`src/rtl/sp_pack_pkg.sv`:
```
package sp_pack_pkg;

  localparam int MANT_W   = 26;          // integer + 23 fraction + guard + round
  localparam int KEEP_W   = MANT_W - 2;  // significand kept after rounding
  localparam int FRAC_W   = KEEP_W - 1;  // stored fraction
  localparam int EXPF_W   = 8;           // exponent field
  localparam int BIAS     = 127;
  localparam int EXP_TOP  = 255;
  localparam int SH_W     = $clog2(MANT_W + 1);

  typedef enum logic [2:0] {
    K_ZERO = 3'd0,
    K_NUM  = 3'd1,
    K_INF  = 3'd2,
    K_QNAN = 3'd3,
    K_SNAN = 3'd4
  } kind_e;

  typedef enum logic [1:0] {
    RM_NEAR = 2'd0,
    RM_ZERO = 2'd1,
    RM_POS  = 2'd2,
    RM_NEG  = 2'd3
  } rmode_e;

  // class field masks, bit order {class, less, greater, equal, unordered}
  localparam logic [4:0] CF_C  = 5'b10000;
  localparam logic [4:0] CF_LT = 5'b01000;
  localparam logic [4:0] CF_GT = 5'b00100;
  localparam logic [4:0] CF_EQ = 5'b00010;
  localparam logic [4:0] CF_UN = 5'b00001;

  function automatic logic want_increment(rmode_e m, logic sgn, logic lsb,
                                          logic g, logic rs);
    logic any;
    any = g | rs;
    case (m)
      RM_NEAR: return g & (rs | lsb);
      RM_ZERO: return 1'b0;
      RM_POS:  return any & ~sgn;
      default: return any & sgn;
    endcase
  endfunction

  function automatic logic overflow_to_inf(rmode_e m, logic sgn);
    case (m)
      RM_NEAR: return 1'b1;
      RM_ZERO: return 1'b0;
      RM_POS:  return ~sgn;
      default: return sgn;
    endcase
  endfunction

  function automatic logic [4:0] sign_flag(logic sgn);
    return sgn ? CF_LT : CF_GT;
  endfunction

endpackage

```
`src/rtl/sp_align_shift.sv`:
```
module sp_align_shift
  import sp_pack_pkg::*;
#(
  parameter int MW = MANT_W,
  parameter int SW = SH_W
) (
  input  logic [MW-1:0] mant_i,
  input  logic          sticky_i,
  input  logic [SW-1:0] sh_i,
  output logic [MW-1:0] mant_o,
  output logic          sticky_o
);
  localparam int WW = 2 * MW;

  logic [WW-1:0] wide;

  assign wide     = {mant_i, {MW{1'b0}}} >> sh_i;
  assign mant_o   = wide[WW-1:MW];
  assign sticky_o = sticky_i | (|wide[MW-1:0]);

endmodule

```
`src/rtl/sp_round_unit.sv`:
```
module sp_round_unit
  import sp_pack_pkg::*;
#(
  parameter int KW = KEEP_W
) (
  input  logic [KW-1:0] keep_i,
  input  logic          g_i,
  input  logic          rs_i,
  input  logic          sgn_i,
  input  rmode_e        mode_i,
  output logic [KW:0]   sum_o,
  output logic          inexact_o,
  output logic          incr_o
);
  assign inexact_o = g_i | rs_i;
  assign incr_o    = want_increment(mode_i, sgn_i, keep_i[0], g_i, rs_i);
  assign sum_o     = {1'b0, keep_i} + {{KW{1'b0}}, incr_o};

endmodule

```
`src/rtl/sp_result_encode.sv`:
```
module sp_result_encode
  import sp_pack_pkg::*;
#(
  parameter int BW = 12,
  parameter int KW = KEEP_W,
  parameter int FW = FRAC_W
) (
  input  kind_e                kind_i,
  input  logic                 sgn_i,
  input  logic                 sub_i,
  input  logic signed [BW-1:0] be_i,
  input  logic [KW:0]          sum_i,
  input  logic                 inexact_i,
  input  logic                 incr_i,
  input  logic [FW-1:0]        nan_frac_i,
  input  rmode_e               mode_i,
  output logic [31:0]          word_o,
  output logic [4:0]           cls_o,
  output logic                 ovf_o,
  output logic                 unf_o,
  output logic                 inx_o,
  output logic                 rnd_o,
  output logic                 ev_promote_o,
  output logic                 ev_ovf_o
);
  localparam logic signed [BW-1:0] TOP_S = BW'(EXP_TOP);
  localparam logic [FW-1:0]        QBIT  = FW'(1) << (FW - 1);

  logic signed [BW-1:0] be_fin;
  logic [4:0]           sf;
  logic                 carry;

  assign carry        = sum_i[KW];
  assign be_fin       = be_i + $signed({{(BW-1){1'b0}}, carry});
  assign sf           = sign_flag(sgn_i);
  assign ev_promote_o = (kind_i == K_NUM) && sub_i && sum_i[KW-1];
  assign ev_ovf_o     = (kind_i == K_NUM) && !sub_i && (be_fin >= TOP_S);

  always_comb begin
    word_o = 32'd0;
    cls_o  = 5'd0;
    ovf_o  = 1'b0;
    unf_o  = 1'b0;
    inx_o  = 1'b0;
    rnd_o  = 1'b0;
    case (kind_i)
      K_ZERO: begin
        word_o = {sgn_i, 31'd0};
        cls_o  = CF_EQ | (sgn_i ? CF_C : 5'd0);
      end
      K_INF: begin
        word_o = {sgn_i, 8'hFF, 23'd0};
        cls_o  = sf | CF_UN;
      end
      K_NUM: begin
        inx_o = inexact_i;
        rnd_o = incr_i;
        if (sub_i) begin
          if (ev_promote_o) begin
            word_o = {sgn_i, 8'd1, 23'd0};
            cls_o  = sf;
          end else if (inexact_i && (sum_i[FW-1:0] == '0)) begin
            unf_o  = 1'b1;
            word_o = {sgn_i, 31'd0};
            cls_o  = CF_EQ;
          end else begin
            unf_o  = inexact_i;
            word_o = {sgn_i, 8'd0, sum_i[FW-1:0]};
            cls_o  = CF_C | sf;
          end
        end else if (ev_ovf_o) begin
          ovf_o = 1'b1;
          inx_o = 1'b1;
          if (overflow_to_inf(mode_i, sgn_i)) begin
            word_o = {sgn_i, 8'hFF, 23'd0};
            cls_o  = sf | CF_UN;
          end else begin
            word_o = {sgn_i, 31'h7F7FFFFF};
            cls_o  = sf;
          end
        end else begin
          word_o = {sgn_i, be_fin[EXPF_W-1:0], (carry ? '0 : sum_i[FW-1:0])};
          cls_o  = sf;
        end
      end
      default: begin
        word_o = {sgn_i, 8'hFF, nan_frac_i | QBIT};
        cls_o  = CF_C | CF_UN;
      end
    endcase
  end

endmodule

```
`src/rtl/sp_result_packer.sv`:
```
module sp_result_packer
  import sp_pack_pkg::*;
#(
  parameter int EXP_W = 10
) (
  input  logic              clk,
  input  logic              rst_n,
  input  logic              in_valid,
  input  logic [2:0]        in_kind,
  input  logic              in_sign,
  input  logic [EXP_W-1:0]  in_exp,
  input  logic [MANT_W-1:0] in_mant,
  input  logic              in_sticky,
  input  logic [1:0]        rnd_mode,
  output logic              out_valid,
  output logic [31:0]       out_word,
  output logic [4:0]        out_cls,
  output logic              out_ovf,
  output logic              out_unf,
  output logic              out_inx,
  output logic              out_rnd,
  output logic              sum_ovf,
  output logic              sum_unf,
  output logic              sum_inx
);
  localparam int BW = EXP_W + 2;
  localparam logic signed [BW-1:0] BIAS_S = BW'(BIAS);
  localparam logic signed [BW-1:0] ONE_S  = BW'(1);
  localparam logic signed [BW-1:0] CAP_S  = BW'(MANT_W);

  kind_e                kind;
  rmode_e               mode;
  logic signed [BW-1:0] biased;
  logic signed [BW-1:0] need_sh;
  logic                 is_sub;
  logic [SH_W-1:0]      sh;
  logic [MANT_W-1:0]    mant_al;
  logic                 sticky_al;
  logic [KEEP_W:0]      rsum;
  logic                 r_inexact;
  logic                 r_incr;
  logic [31:0]          e_word;
  logic [4:0]           e_cls;
  logic                 e_ovf, e_unf, e_inx, e_rnd;
  // named internal events for the checks below
  logic                 ev_promote;
  logic                 ev_ovf;
  logic                 ev_norm_carry;

  assign kind    = kind_e'(in_kind);
  assign mode    = rmode_e'(rnd_mode);
  assign biased  = BW'($signed(in_exp)) + BIAS_S;
  assign is_sub  = (biased <= 0);
  assign need_sh = ONE_S - biased;

  always_comb begin
    if (!is_sub)               sh = '0;
    else if (need_sh > CAP_S)  sh = SH_W'(MANT_W);
    else                       sh = need_sh[SH_W-1:0];
  end

  sp_align_shift #(.MW(MANT_W), .SW(SH_W)) u_align (
    .mant_i   (in_mant),
    .sticky_i (in_sticky),
    .sh_i     (sh),
    .mant_o   (mant_al),
    .sticky_o (sticky_al)
  );

  sp_round_unit #(.KW(KEEP_W)) u_round (
    .keep_i    (mant_al[MANT_W-1:2]),
    .g_i       (mant_al[1]),
    .rs_i      (mant_al[0] | sticky_al),
    .sgn_i     (in_sign),
    .mode_i    (mode),
    .sum_o     (rsum),
    .inexact_o (r_inexact),
    .incr_o    (r_incr)
  );

  sp_result_encode #(.BW(BW), .KW(KEEP_W), .FW(FRAC_W)) u_encode (
    .kind_i       (kind),
    .sgn_i        (in_sign),
    .sub_i        (is_sub),
    .be_i         (biased),
    .sum_i        (rsum),
    .inexact_i    (r_inexact),
    .incr_i       (r_incr),
    .nan_frac_i   (in_mant[MANT_W-2:2]),
    .mode_i       (mode),
    .word_o       (e_word),
    .cls_o        (e_cls),
    .ovf_o        (e_ovf),
    .unf_o        (e_unf),
    .inx_o        (e_inx),
    .rnd_o        (e_rnd),
    .ev_promote_o (ev_promote),
    .ev_ovf_o     (ev_ovf)
  );

  assign ev_norm_carry = (kind == K_NUM) && !is_sub && rsum[KEEP_W];

  always_ff @(posedge clk or negedge rst_n) begin
    if (!rst_n) begin
      out_valid <= 1'b0;
      out_word  <= '0;
      out_cls   <= '0;
      out_ovf   <= 1'b0;
      out_unf   <= 1'b0;
      out_inx   <= 1'b0;
      out_rnd   <= 1'b0;
      sum_ovf   <= 1'b0;
      sum_unf   <= 1'b0;
      sum_inx   <= 1'b0;
    end else begin
      out_valid <= in_valid;
      if (in_valid) begin
        out_word <= e_word;
        out_cls  <= e_cls;
        out_ovf  <= e_ovf;
        out_unf  <= e_unf;
        out_inx  <= e_inx;
        out_rnd  <= e_rnd;
        sum_ovf  <= sum_ovf | e_ovf;
        sum_unf  <= sum_unf | e_unf;
        sum_inx  <= sum_inx | e_inx;
      end
    end
  end


  cls_sign_onehot_chk: assert property (@(posedge clk) disable iff (!rst_n)
    out_valid |-> $onehot0(out_cls[3:1]));


  rounded_needs_inexact_chk: assert property (@(posedge clk) disable iff (!rst_n)
    out_valid && out_rnd |-> out_inx);


  carry_zero_frac_chk: assert property (@(posedge clk) disable iff (!rst_n)
    in_valid && ev_norm_carry && !ev_ovf |=> out_word[22:0] == 23'd0);


  overflow_inexact_chk: assert property (@(posedge clk) disable iff (!rst_n)
    in_valid && ev_ovf |=> out_ovf && out_inx && out_word[30:23] >= 8'hFE);


  underflow_inexact_chk: assert property (@(posedge clk) disable iff (!rst_n)
    out_valid && out_unf |-> out_inx && !out_ovf);


  promote_no_underflow_chk: assert property (@(posedge clk) disable iff (!rst_n)
    in_valid && ev_promote |=> !out_unf && out_word[30:0] == 31'h00800000);


  sum_inx_sticky_chk: assert property (@(posedge clk) disable iff (!rst_n)
    sum_inx |=> sum_inx);


  sum_ovf_sticky_chk: assert property (@(posedge clk) disable iff (!rst_n)
    sum_ovf |=> sum_ovf);

endmodule

```
`config.mk`:
```
export PLATFORM = sky130hd
export DESIGN_NAME = sp_result_packer
export DESIGN_NICKNAME = d
export VERILOG_FILES = /design/src/rtl/sp_pack_pkg.sv /design/src/rtl/sp_align_shift.sv /design/src/rtl/sp_round_unit.sv /design/src/rtl/sp_result_encode.sv /design/src/rtl/sp_result_packer.sv
export SDC_FILE = /design/constraint.sdc
export NUM_CORES = 1
export LEC_CHECK = 0
export ABC_AREA = 1
export BUFFER_PORTS_ARGS = -buffer_cell sky130_fd_sc_hd__buf_4
export CAP_MARGIN = 20
export CELL_PAD_IN_SITES_DETAIL_PLACEMENT = 1
export CELL_PAD_IN_SITES_GLOBAL_PLACEMENT = 1
export CORE_UTILIZATION = 40
export DETAILED_ROUTE_END_ITERATION = 7
export PLACE_DENSITY = 0.85
export SLEW_MARGIN = 10
export SYNTH_ARGS = -nofsm -noshare
export SYNTH_HDL_FRONTEND = slang
export SYNTH_SLANG_ARGS = --single-unit
```
`constraint.sdc`:
```
create_clock -name clk -period 0.9 [get_ports clk]
set_input_delay 0.09 -clock clk [delete_from_list [all_inputs] [get_ports clk]]
set_output_delay 0.09 -clock clk [all_outputs]
set_load 0.01 [all_outputs]
```
==> results.md, run 1 <==
- stopped before the end — status
- 4_1_cts — last flow stage reached
- [ERROR DPL-0033] detailed placement checks failed during check placement. — error that halted the flow
- 45 — clock sink total
- 0.416 — starting density of the core
- 1188 — Cells after Synth
- 1.00 — async set-or-reset flop fraction in the synthesized netlist
- 6390 um^2 — total standard cell area after synthesis
- 30000 um — HPWL after detailed placement
- 355 — CTS resizes
- simple AND/OR/NAND/NOR gates — main combinational cell family by area after synthesis
- 40 — number of distinct library cells after synthesis
- 0.281 — portion of synthesized cell area occupied by the leading cell type
- 45 — row count
- 0.0810 — synthesized-area fraction occupied by ao, oa, aoi and oai cells
- 1 — number of buffers inserted by hold repair at cts
- 90 — PortBufs
- 91 — I/O pins
- 0 — number of synthesis warnings
- 2 — deepest level of the CTS H-tree
- 45 — Seq cells post-synth
- sky130_fd_sc_hd__clkbuf_16 — root buffer cell
- 0.971 — placer's final routability congestion estimate
- 2 — number of buffers on the longest clock path
- 1244 — Syn Nets
- 0.00548 — xor-xnor portion of the synthesized cell area
- 0 — mux share of post-synthesis cell area
- 89 — Post-CTS Setup Repair Bufs
- 0 — EDFF count, synth
- sky130_fd_sc_hd__nand2_1 28%, sky130_fd_sc_hd__nand3_1 18%, sky130_fd_sc_hd__dfrtp_1 18% — Area contributors post-synth
- 128 um — overall die width
- sky130_fd_sc_hd__dfrtp_1 — Post-synth top flop
- sky130_fd_sc_hd__nand2_1 — most area-hungry cell type in the Yosys netlist
- 0.0196 — adder-cell share of the synthesized area
- 5 — Inserted Clock Buffers
- 0.610 — fraction of the mapped netlist area in simple logic gates
- 0.176 — Seq/Total Area, Yosys
- 5.38 um^2 — Post-Synthesis Mean Instance Area
- 128 um — Die Y-Extent
- 9540 um^2 — area post-placement
Yosys cell counts (14+ instances only):
library cell               number
sky130_fd_sc_hd__nand2_1      478
sky130_fd_sc_hd__nand3_1      234
sky130_fd_sc_hd__inv_1         88
sky130_fd_sc_hd__nor2_1        86
sky130_fd_sc_hd__dfrtp_1       45
sky130_fd_sc_hd__a21oi_1       31
sky130_fd_sc_hd__o21ai_0       23
sky130_fd_sc_hd__nand4_1       21
sky130_fd_sc_hd__buf_2         19
sky130_fd_sc_hd__nand2_2       17
sky130_fd_sc_hd__clkbuf_1      16
sky130_fd_sc_hd__inv_2         16
sky130_fd_sc_hd__o21ai_1       15
sky130_fd_sc_hd__nor2_2        14
cell families after synthesis:
group,after synthesis
and+or+nand+nor,878
DFF,45
AOI/OAI and AO/OA,91
adders and majority gates,10
buffers and inverters,160
xor gates and xnor gates,4
stage by stage:
step | setup WS [ns] | hold WS, ns | TNS (ns) | cells
2_1_floorplan | -4.68 | -0.206 | -183.56 | 1188
3_3_place_gp | -5.34 | 0.0702 | -212.35 | 1699
3_5_place_dp | -5.94 | 0.0778 | -235.94 | 1699
==> run 2: changes to the inputs <==
- CELL_PAD_IN_SITES_DETAIL_PLACEMENT: 1 -> not set
- CELL_PAD_IN_SITES_GLOBAL_PLACEMENT: 1 -> not set
- CORE_UTILIZATION: 40 -> 35
- PLACE_DENSITY: 0.85 -> not set
- PLACE_DENSITY_LB_ADDON: not set -> 0.15
==> run 2 against run 1 <==
- the flow now finishes, with violations (setup timing)
- synthesized cell count is the same
- synthesized area unchanged
==> results.md, run 2 <==
- 0.0196 — adder-cell share of the synthesized area, unchanged
- 17900 um^2 — floorplan core area
- finished with violations — status, was stopped before the end
- 1.00 — async set-or-reset flop fraction in the synthesized netlist, unchanged
- 1188 — Cells after Synth, unchanged
- simple AND/OR/NAND/NOR gates — main combinational cell family by area after synthesis, unchanged
- 0 — DRC violations left
- 21800 um — HPWL after detailed placement, was 30000 um
- 12100 um^2 — Non-Filler Cell Area, Final
- 5 — Initial DRT Pass Iterations
- 44900 um — global-route wire length before repair
- 21 — total buffers and inverters traversed by the critical path
- 478 x sky130_fd_sc_hd__nand2_1, 234 x sky130_fd_sc_hd__nand3_1, 88 x sky130_fd_sc_hd__inv_1 — leading cell types by count after synthesis, unchanged
- 137 um — overall die width, was 128 um
- out_word: 32 flops, out_cls: 5 flops — Top Registers
- 0.357 — starting density of the core, was 0.416
- 71 — final setup vio count
- flop — Crit. End Element
- 0 — number of diodes added for antenna fixing
- in2reg — class of the worst hold path
- 6.25 nW — Static Leak
- 0 — final hold violation count
- 89.4% — area growth from synthesis to layout
- 0.309 — gr usage total
- 1476 — number of fill cells
- 0.610 — fraction of the mapped netlist area in simple logic gates, unchanged
- 6.05 ns — Final Critical Period
- 1244 — Syn Nets, unchanged
- 6390 um^2 — total standard cell area after synthesis, unchanged
- 0.686 — headroom to the max-slew limit
- done — CTS tree
- -5.15 ns — fin worst setup slack
- 0 — number of max-cap violations
- 3 — number of cells traversed by the worst register-to-register path
- sky130_fd_sc_hd__nand2_1 — most area-hungry cell type in the Yosys netlist, unchanged
- simple AND/OR/NAND/NOR gates — cell family contributing the most delay on the critical path
- 5.38 um^2 — Post-Synthesis Mean Instance Area, unchanged
- 0.469 ns — Least-Margin Pin Slew
- out_word — register containing the most flip-flops in the final layout
- 0 — number of synthesis warnings, unchanged
- 0.176 — Seq/Total Area, Yosys, unchanged
- sky130_fd_sc_hd__nand2_1 28%, sky130_fd_sc_hd__nand3_1 18%, sky130_fd_sc_hd__dfrtp_1 18% — Area contributors post-synth, unchanged
- 0.29 ns — clock latency of the later-clocked register in the worst-skew pair
- 0 — total congestion overflow after global routing
- 6140 um^2 — area used by multi-input combinational logic
- 0 — mux share of post-synthesis cell area, unchanged
- 1110 nW/um^2 — ratio of total power to cell area
- 5.41 — vias per cell
- 9830 — total via count after detailed routing
- 91 — I/O pins, unchanged
- 0 — antenna violations before repair
- true — unrepaired setup endpoints after global routing
- 888 — violation count after the first detailed-route iteration
- primary input — startpoint type of the worst setup path
- 9620 um^2 — area post-placement, was 9540 um^2
- 0.25 ns — maximum cell stage delay along the critical path
- 165 MHz — Max Freq
- sky130_fd_sc_hd__buf_4 — most frequent CP cell
- 31600 um — total wire length after detailed routing
- 137 um — Die Y-Extent, was 128 um
- 32 — number of flip-flops in the largest register
- setup timing — failing checks
- 18800 um^2 — die outline area
- 2 — number of buffers on the longest clock path, unchanged
- sky130_fd_sc_hd__nand2_1 — most repeated cell in the gate-level netlist after synthesis, unchanged
- 90 — PortBufs, unchanged
- sky130_fd_sc_hd__nand2_1 — most common library cell in the layout ignoring fill and taps
- 45 — clock sink total, unchanged
- sky130_fd_sc_hd__clkbuf_16 — root buffer cell, unchanged
- sky130_fd_sc_hd__ha_2 — critical-path cell with the highest stage delay
- 8724 — via count of the first global-routing pass
- 0 — max-slew violation count
- 45 — Seq cells post-synth, unchanged
- 0 ns — final clock skew
- 5 — Inserted Clock Buffers, unchanged
- 0.06 ns — CTS clk-pin slew, worst paths
- 49 — row count, was 45
- 0.0810 — synthesized-area fraction occupied by ao, oa, aoi and oai cells, unchanged
- 0.04 ns — reg-to-reg slack, setup
- 6.22 ns — worst path arrival time
- 0.976 — placer's final routability congestion estimate, was 0.971
- 0.498 — fraction of layout instances using a drive strength above 1
- 1644 — final net count
- 1721 — number of placed instances, taps included, was 1699
- 1130 um^2 — storage element area
- sky130_fd_sc_hd__dfrtp_1 — Post-synth top flop, unchanged
- -5.41 ns — worst setup slack before clock tree synthesis, was -5.94 ns
- in2reg — kind of critical path
- 0 — DRT antenna net count
- 4 — cell count of the worst hold path
- 2 — deepest level of the CTS H-tree, unchanged
- 370 x sky130_fd_sc_hd__nand2_1, 356 x sky130_fd_sc_hd__buf_4, 115 x sky130_fd_sc_hd__nand3_1 — most used cells in the layout excluding fill and tap cells
- 7 — critical path fanouts, max
- 32 — pin count of the biggest net entering global routing
- 17.4 um — routed wirelength normalized by instance count
- 0.00548 — xor-xnor portion of the synthesized cell area, unchanged
- 0.00111 V — highest ir drop seen on vdd
- 6.72 — final worst-path cycle share
- 1817 — final cell count without fillers
- 0 — EDFF count, synth, unchanged
- 40 — number of distinct library cells after synthesis, unchanged
- 0.281 — portion of synthesized cell area occupied by the leading cell type, unchanged
- 1.07 ns — worst path required time
- 58 — WP depth
==> run 2: cell counts after synthesis <==
Identical to the previous run, type by type.
==> run 2: what timing repair did <==
item,in CTS,in global routing
pin swaps,81,102
setup endpoints to repair,86,87
hold buffers,1,0
hold endpoints to repair,45,0
gates resized for setup,177,193
gates cloned,7,3
setup buffers,58,23
==> run 2: path summary, 6_finish.rpt <==
kind                                    startpoint                  endpoint
max reg2reg                out_word[3]$_DFFE_PN0P_   out_word[3]$_DFFE_PN0P_
max in group asynchronous                    rst_n    out_cls[1]$_DFFE_PN0P_
min                                     in_kind[0]    out_cls[1]$_DFFE_PN0P_
max                                      in_exp[1]  out_word[25]$_DFFE_PN0P_
min reg2reg                 out_cls[2]$_DFFE_PN0P_    out_cls[2]$_DFFE_PN0P_
min in group asynchronous                    rst_n  out_word[18]$_DFFE_PN0P_
==> run 2: kinds of logic (layout without fill, tap and decap cells) <==
| group | after synthesis | after routing |
|---|---|---|
| adder cells (fa/ha/maj) | 10 | 10 |
| buffers and inverters | 160 | 559 |
| AND/OR/NAND/NOR | 878 | 879 |
| flip-flops | 45 | 45 |
| AO/OA/AOI/OAI | 91 | 91 |
| XOR/XNOR | 4 | 4 |
==> run 2: area by class of cell <==
class,count,share of cell area
inverter,109,0.0386
clock buffer,6,0.0115
sequential,45,0.0930
timing repair inverter,1,0.000517
multi-input combinational,984,0.507
timing repair buffer,442,0.325
tap,229,0.0237
clock inverter,1,0.000620
==> run 2: per-stage QoR <==
step	hold WS (ns)	setup TNS (ns)	total power [mW]	util
final	0.0690	-205.66	13.4	0.676
after global routing	0.0913	-225.05	14.2	0.676
after CTS	0.0601	-195.72	12.3	0.617
after detailed placement	-0.0406	-215.74	9.52	0.537
after global placement	-0.0416	-212.03	9.51	0.537
after floorplan	-0.206	-183.56	6.03	-
==> run 2: metal layers <==
metal  track usage  part of all wire
met5             0                 0
met4        0.0983             0.050
met3        0.0393             0.078
met2         0.498              0.46
met1         0.424              0.41
==> run 2: worst min-delay path, stage by stage <==
cell	delay [ns]
sky130_fd_sc_hd__buf_4	0.09
sky130_fd_sc_hd__nand2_1	0.05
sky130_fd_sc_hd__nand2_1	0.05
sky130_fd_sc_hd__nand2_1	0.04
==> run 2: power breakdown <==
group          switching, mW  internal, mW  total [mW]
clock                  0.778          1.09        1.87
combinational           4.94          4.25        9.19
sequential             0.166          2.20        2.37
Note: power is estimated with default switching activity, not from simulation.
==> run 3: changes to the inputs <==
==> constraint.sdc (replaced) <==
create_clock -name clk -period 0.9 [get_ports clk]
set_input_delay 0.27 -clock clk [delete_from_list [all_inputs] [get_ports clk]]
set_output_delay 0.27 -clock clk [all_outputs]
set_load 0.01 [all_outputs]
==> run 3 against run 2 <==
- the flow still finishes with violations (setup timing)
- first-iteration DRC count grew 38%
- clock skew is the same
- largest power group unchanged
- critical path type unchanged
- fmax shrank 6.2%
- count of clock-buffer cells in the layout is the same
- sequential share of layout area shrank 0.60 points
- combinational power grew 14%
- worst hold slack gained 0.17 ns
==> results.md, run 3 (synthesis results as in run 2) <==
- 1140 nW/um^2 — ratio of total power to cell area, was 1110 nW/um^2
- out_word: 32 flops, out_cls: 5 flops — Top Registers, unchanged
- 7.16 — final worst-path cycle share, was 6.72
- 0.540 — fraction of layout instances using a drive strength above 1, was 0.498
- 2 — deepest level of the CTS H-tree, unchanged
- 22000 um — HPWL after detailed placement, was 21800 um
- 14.8 mW — Power Total, was 13.4 mW
- 6.45 ns — Final Critical Period, was 6.05 ns
- 137 um — Die Y-Extent, unchanged
- in2reg — class of the worst hold path, unchanged
- sky130_fd_sc_hd__buf_4 — most frequent CP cell, unchanged
- 45 — clock sink total, unchanged
- 0 ns — final clock skew, unchanged
- 0.06 ns — CTS clk-pin slew, worst paths, about the same
- 6.61 ns — worst path arrival time, was 6.22 ns
- 155 MHz — Max Freq, was 165 MHz
- 0 — DRC violations left, unchanged
- 17900 um^2 — floorplan core area, unchanged
- primary input — startpoint type of the worst setup path, unchanged
- 33 — pin count of the biggest net entering global routing, was 32
- 7 — Initial DRT Pass Iterations, was 5
- 404 x sky130_fd_sc_hd__buf_4, 359 x sky130_fd_sc_hd__nand2_1, 113 x sky130_fd_sc_hd__nand3_1 — most used cells in the layout excluding fill and tap cells, was 370 x sky130_fd_sc_hd__nand2_1, 356 x sky130_fd_sc_hd__buf_4, 115 x sky130_fd_sc_hd__nand3_1
- 1228 — violation count after the first detailed-route iteration, was 888
- flop — Crit. End Element, unchanged
- 9740 um^2 — area post-placement, was 9620 um^2
- 6 — critical path fanouts, max, was 7
- 0 — final hold violation count, unchanged
- 2 — number of buffers on the longest clock path, unchanged
- 91 — I/O pins, unchanged
- 0.509 ns — Least-Margin Pin Slew, was 0.469 ns
- -5.55 ns — fin worst setup slack, was -5.15 ns
- 137 um — overall die width, unchanged
- done — CTS tree, unchanged
- 1394 — number of fill cells, was 1476
- -237.76 ns — TNS Setup, was -205.66 ns
- 90 — PortBufs, unchanged
- 0.724 — Layout Utilization, was 0.676
- 0 — DRT antenna net count, unchanged
- 10600 — total via count after detailed routing, was 9830
- 49 — row count, unchanged
- 0 — antenna violations before repair, unchanged
- 32 — number of flip-flops in the largest register, unchanged
- 18800 um^2 — die outline area, unchanged
- finished with violations — status, unchanged
- 34900 um — total wire length after detailed routing, was 31600 um
- 1713 — final net count, was 1644
- sky130_fd_sc_hd__buf_4 — most common library cell in the layout ignoring fill and taps, was sky130_fd_sc_hd__nand2_1
- out_word — register containing the most flip-flops in the final layout, unchanged
- true — unrepaired setup endpoints after global routing, unchanged
- 9864 — via count of the first global-routing pass, was 8724
- 13000 um^2 — Non-Filler Cell Area, Final, was 12100 um^2
- 0 — number of diodes added for antenna fixing, unchanged
- 0.000894 V — highest ir drop seen on vdd, was 0.00111 V
- setup timing — failing checks, unchanged
- 0.29 ns — clock latency of the later-clocked register in the worst-skew pair, about the same
- 0.357 — starting density of the core, unchanged
- 0.23 ns — maximum cell stage delay along the critical path, was 0.25 ns
- 18.5 um — routed wirelength normalized by instance count, was 17.4 um
- 0.660 — headroom to the max-slew limit, was 0.686
- 0 — max-slew violation count, unchanged
- 0.946 — placer's final routability congestion estimate, was 0.976
- 0.244 ns — worst hold margin, was 0.0690 ns
- 88 — final setup vio count, was 71
- 5 — Inserted Clock Buffers, unchanged
- 0 — number of max-cap violations, unchanged
- 1.07 ns — worst path required time, about the same
- in2reg — kind of critical path, unchanged
- 0.354 — gr usage total, was 0.309
- sky130_fd_sc_hd__o211ai_1 — critical-path cell with the highest stage delay, was sky130_fd_sc_hd__ha_2
- 5.59 — vias per cell, was 5.41
- 6.62 nW — Static Leak, was 6.25 nW
- sky130_fd_sc_hd__clkbuf_16 — root buffer cell, unchanged
- 103% — area growth from synthesis to layout, was 89.4%
- 0 — total congestion overflow after global routing, unchanged
- 51500 um — global-route wire length before repair, was 44900 um
==> run 3: changes by cell type in the layout (fill, tap and decap cells not counted), sizes merged <==
cell / change
buf: +68
inv: -1
clkinv: +3
nand4: +1
clkinvlp: -1
==> run 3: final timing paths <==
check | cells past startpoint | endpoint | start | slack, ns
max | 58 | out_word[25]$_DFFE_PN0P_ | in_exp[1] | -5.55
min | 4 | out_cls[1]$_DFFE_PN0P_ | in_kind[0] | 0.24
max reg2reg | 2 | out_rnd$_DFFE_PN0P_ | out_rnd$_DFFE_PN0P_ | 0.02
min reg2reg | 2 | sum_unf$_DFFE_PN0P_ | sum_unf$_DFFE_PN0P_ | 0.50
max in group asynchronous | 3 | out_word[31]$_DFFE_PN0P_ | rst_n | 0.15
min in group asynchronous | 2 | out_word[19]$_DFFE_PN0P_ | rst_n | 0.37
==> run 3: layer usage <==
layer | up-vias | routed length [um] | GRT usage
li1 | 4803 | - | -
met1 | 4866 | 13300 | 0.447
met2 | 671 | 16000 | 0.578
met3 | 212 | 3320 | 0.0693
met4 | 0 | 2250 | 0.161
met5 | - | 0 | 0
==> run 3: cell type report <==
class / count / area (um^2) / share of cell area
Timing Repair Buffer: 510 / 4580 / 0.353
Clock buffer: 6 / 139 / 0.0107
Sequential cell: 45 / 1130 / 0.0870
Multi-Input combinational cell: 985 / 6330 / 0.489
Clock inverter: 2 / 13.8 / 0.00106
Inverter: 109 / 473 / 0.0365
Tap cell: 229 / 287 / 0.0221
Timing Repair inverter: 1 / 8.76 / 0.000676
==> run 3: critical path: cells and delay by family <==
family,cells,cell delay (ns)
AO/OA/AOI/OAI,2,0.31
adder cells (fa/ha/maj),6,1.01
AND/OR/NAND/NOR,30,2.82
XOR/XNOR,1,0.16
buffers and inverters,19,2.00
==> run 3: stage by stage <==
step                setup WS [ns]  cells
finish                      -5.55   1887
global route                -5.85   1887
CTS                         -5.08   1880
detailed placement          -5.65   1737
global placement            -5.52   1737
floorplan                   -4.86   1188
==> run 3: power breakdown <==
part,switching (mW),internal (mW)
combinational,5.52,4.98
clock,0.813,1.11
sequential,0.156,2.21
total,6.49,8.29
==> run 3: repair_timing <==
| action | in CTS | in global routing |
|---|---|---|
| endpoints found under the hold margin | 7 | 0 |
| buffers inserted | 123 | 31 |
| cloned | 12 | 3 |
| endpoints found under the setup margin | 88 | 88 |
| pin swaps | 106 | 105 |
| gates resized for setup | 292 | 147 |
| hold buffers | 1 | 0 |
==> run 4: changes to the inputs <==
- clock period: 0.9 -> 5.55 ns (I/O delays scaled with it)
==> run 4 against run 3 <==
- the flow still finishes with violations (setup timing)
- register-to-register slack gained 4.8 ns
- total power shrank 85%
- first-iteration DRC count shrank 16%
- core utilization shrank 6.9 points
- combinational power shrank 86%
- critical endpoint is now out_word[9]$_DFFE_PN0P_
- largest cell class unchanged
==> results.md, run 4 (synthesis results as in run 2) <==
- finished with violations — status, unchanged
- setup timing — failing checks, unchanged
- 0.439 — proportion of total power due to net switching, about the same
- 0.171 — Reg power frac, was 0.160
- 137 um — overall die width, unchanged
- 0.07 ns — CTS clk-pin slew, worst paths, was 0.06 ns
- 0 ns — final clock skew, unchanged
- 5.73 ns — worst path required time, was 1.07 ns
- reg2reg — class of the worst hold path, was in2reg
- 2 — number of buffers on the longest clock path, unchanged
- 17.6 um — routed wirelength normalized by instance count, was 18.5 um
- 0 — total congestion overflow after global routing, unchanged
- 9694 — total via count after detailed routing, was 10600
- 83.3% — area growth from synthesis to layout, was 103%
- 0.670 — fraction of power consumed by combinational cells, was 0.710
- 0.34 ns — maximum cell stage delay along the critical path, was 0.23 ns
- true — unrepaired setup endpoints after global routing, unchanged
- 371 x sky130_fd_sc_hd__nand2_1, 357 x sky130_fd_sc_hd__buf_4, 105 x sky130_fd_sc_hd__nand3_1 — most used cells in the layout excluding fill and tap cells, was 404 x sky130_fd_sc_hd__buf_4, 359 x sky130_fd_sc_hd__nand2_1, 113 x sky130_fd_sc_hd__nand3_1
- 7.94 ns — worst path arrival time, was 6.61 ns
- 8493 — via count of the first global-routing pass, was 9864
- flop — Crit. End Element, unchanged
- 31400 um — total wire length after detailed routing, was 34900 um
- 8 — critical path fanouts, max, was 6
- 0.498 — fraction of layout instances using a drive strength above 1, was 0.540
- 4.78 ns — reg-to-reg slack, setup, was 0.02 ns
- 18800 um^2 — die outline area, unchanged
- 0.978 ns — Least-Margin Pin Slew, was 0.509 ns
- 0.949 — placer's final routability congestion estimate, was 0.946
- 1607 — final net count, was 1713
- 9 — total buffers and inverters traversed by the critical path, was 19
- sky130_fd_sc_hd__clkbuf_16 — root buffer cell, unchanged
- 0.159 — part of the total power dissipated in the clock network, was 0.130
- 91 — I/O pins, unchanged
- 1706 — number of placed instances, taps included, was 1737
- 5 — Inserted Clock Buffers, unchanged
- 0.357 — starting density of the core, unchanged
- 0 — DRT antenna net count, unchanged
- 0 — number of buffers inserted by hold repair at cts, was 1
- 17900 um^2 — floorplan core area, unchanged
- 2 — deepest level of the CTS H-tree, unchanged
- 0 — antenna violations before repair, unchanged
- -2.21 ns — fin worst setup slack, was -5.55 ns
- 129 MHz — Max Freq
- 45 — clock sink total, unchanged
- 0 — final hold violation count, unchanged
- 1.23 mW — Internal, was 8.29 mW
- 7.76 ns — Final Critical Period
- out_word: 32 flops, out_cls: 5 flops — Top Registers, unchanged
- 0 — number of diodes added for antenna fixing, unchanged
- 42 — final setup vio count, was 88
- 0 — max-slew violation count, unchanged
- 137 um — Die Y-Extent, unchanged
- sky130_fd_sc_hd__nand2_1 — most common library cell in the layout ignoring fill and taps, was sky130_fd_sc_hd__buf_4
- 90 — PortBufs, unchanged
- in2reg — kind of critical path, unchanged
- 49 — row count, unchanged
- 1030 — violation count after the first detailed-route iteration, was 1228
- out_word — register containing the most flip-flops in the final layout, unchanged
- 1130 um^2 — storage element area, about the same
- 0.967 mW — Sw Pwr, was 6.49 mW
- 46 — pin count of the biggest net entering global routing, was 33
- primary input — startpoint type of the worst setup path, unchanged
- 0 — DRC violations left, unchanged
- 5 — Initial DRT Pass Iterations, was 7
- 0 — number of max-cap violations, unchanged
- 1533 — number of fill cells, was 1394
- done — CTS tree, unchanged
- 32 — number of flip-flops in the largest register, unchanged
- 21500 um — HPWL after detailed placement, was 22000 um
- sky130_fd_sc_hd__o41ai_2 — critical-path cell with the highest stage delay, was sky130_fd_sc_hd__o211ai_1
- 1.40 — final worst-path cycle share
- 44500 um — global-route wire length before repair, was 51500 um
- 0.303 — gr usage total, was 0.354
- 6.00 nW — Static Leak, was 6.62 nW
- 0.348 — headroom to the max-slew limit, was 0.660
- 5.44 — vias per cell, was 5.59
- sky130_fd_sc_hd__nand2_1 — most frequent CP cell, was sky130_fd_sc_hd__buf_4
- 1781 — final cell count without fillers, was 1887
- 0.29 ns — clock latency of the later-clocked register in the worst-skew pair, about the same
- simple AND/OR/NAND/NOR gates — cell family contributing the most delay on the critical path, unchanged
- 6170 um^2 — area used by multi-input combinational logic, was 6330 um^2
- 0.000161 V — highest ir drop seen on vdd, was 0.000894 V
- 2.20 mW — Power Total, was 14.8 mW
- 188 nW/um^2 — ratio of total power to cell area, was 1140 nW/um^2
[run 4: area by class of cell]
class                   count  area share
repair inverters            1    0.000534
clock buffers               5      0.0107
well taps                 229      0.0245
clock inverters             3     0.00374
flip-flops and latches     45      0.0961
multi-input cells         984       0.527
repair buffers            405       0.298
inverters                 109      0.0402
[run 4: worst min-delay path, stage by stage (launching register included)]
cell                      delay, ns
sky130_fd_sc_hd__dfrtp_1       0.34
sky130_fd_sc_hd__inv_1         0.04
sky130_fd_sc_hd__nand2_1       0.05
[run 4: worst paths after layout]
| path | startpoint | end | cells past startpoint |
|---|---|---|---|
| max | in_exp[0] | out_word[9]$_DFFE_PN0P_ | 59 |
| min in group asynchronous | rst_n | out_word[21]$_DFFE_PN0P_ | 1 |
| min reg2reg | sum_unf$_DFFE_PN0P_ | sum_unf$_DFFE_PN0P_ | 2 |
| max reg2reg | out_word[24]$_DFFE_PN0P_ | out_word[24]$_DFFE_PN0P_ | 2 |
| max in group asynchronous | rst_n | out_word[11]$_DFFE_PN0P_ | 1 |
| min | sum_unf$_DFFE_PN0P_ | sum_unf$_DFFE_PN0P_ | 2 |
[run 4: per-layer routing]
| metal | GRT usage | part of all wire | up-vias |
|---|---|---|---|
| met2 | 0.493 | 0.46 | 504 |
| met5 | 0 | 0 | - |
| met1 | 0.422 | 0.41 | 4480 |
| met3 | 0.0319 | 0.080 | 124 |
| li1 | - | - | 4586 |
| met4 | 0.0836 | 0.046 | 0 |
[run 4: power groups by stage]
stage	combinational (mW)	sequential [mW]	clock, mW
6_report	1.48	0.377	0.349
5_1_grt	1.58	0.380	0.360
4_1_cts	1.28	0.376	0.349
3_5_place_dp	1.15	0.382	0
3_3_place_gp	1.15	0.382	0
2_1_floorplan	0.585	0.392	0
[run 4: through the flow]
stage / area (um^2) / hold WS, ns / setup slack [ns] / util / setup TNS, ns
5_1_grt: 11700 / 0.504 / -2.52 / 0.654 / -92.27
3_5_place_dp: 9430 / 0.452 / -2.50 / 0.527 / -88.68
6_report: 11700 / 0.467 / -2.21 / 0.654 / -79.48
3_3_place_gp: 9430 / 0.452 / -2.38 / 0.527 / -85.24
2_1_floorplan: 6820 / 0.501 / -1.61 / - / -52.51
4_1_cts: 10500 / 0.470 / -1.95 / 0.587 / -69.88
[run 4: timing repair]
item	4_1_cts	5_1_grt
resized for setup	127	216
endpoints found under the setup margin	42	43
cloned	10	5
buffers inserted	24	30
pin swaps	36	98
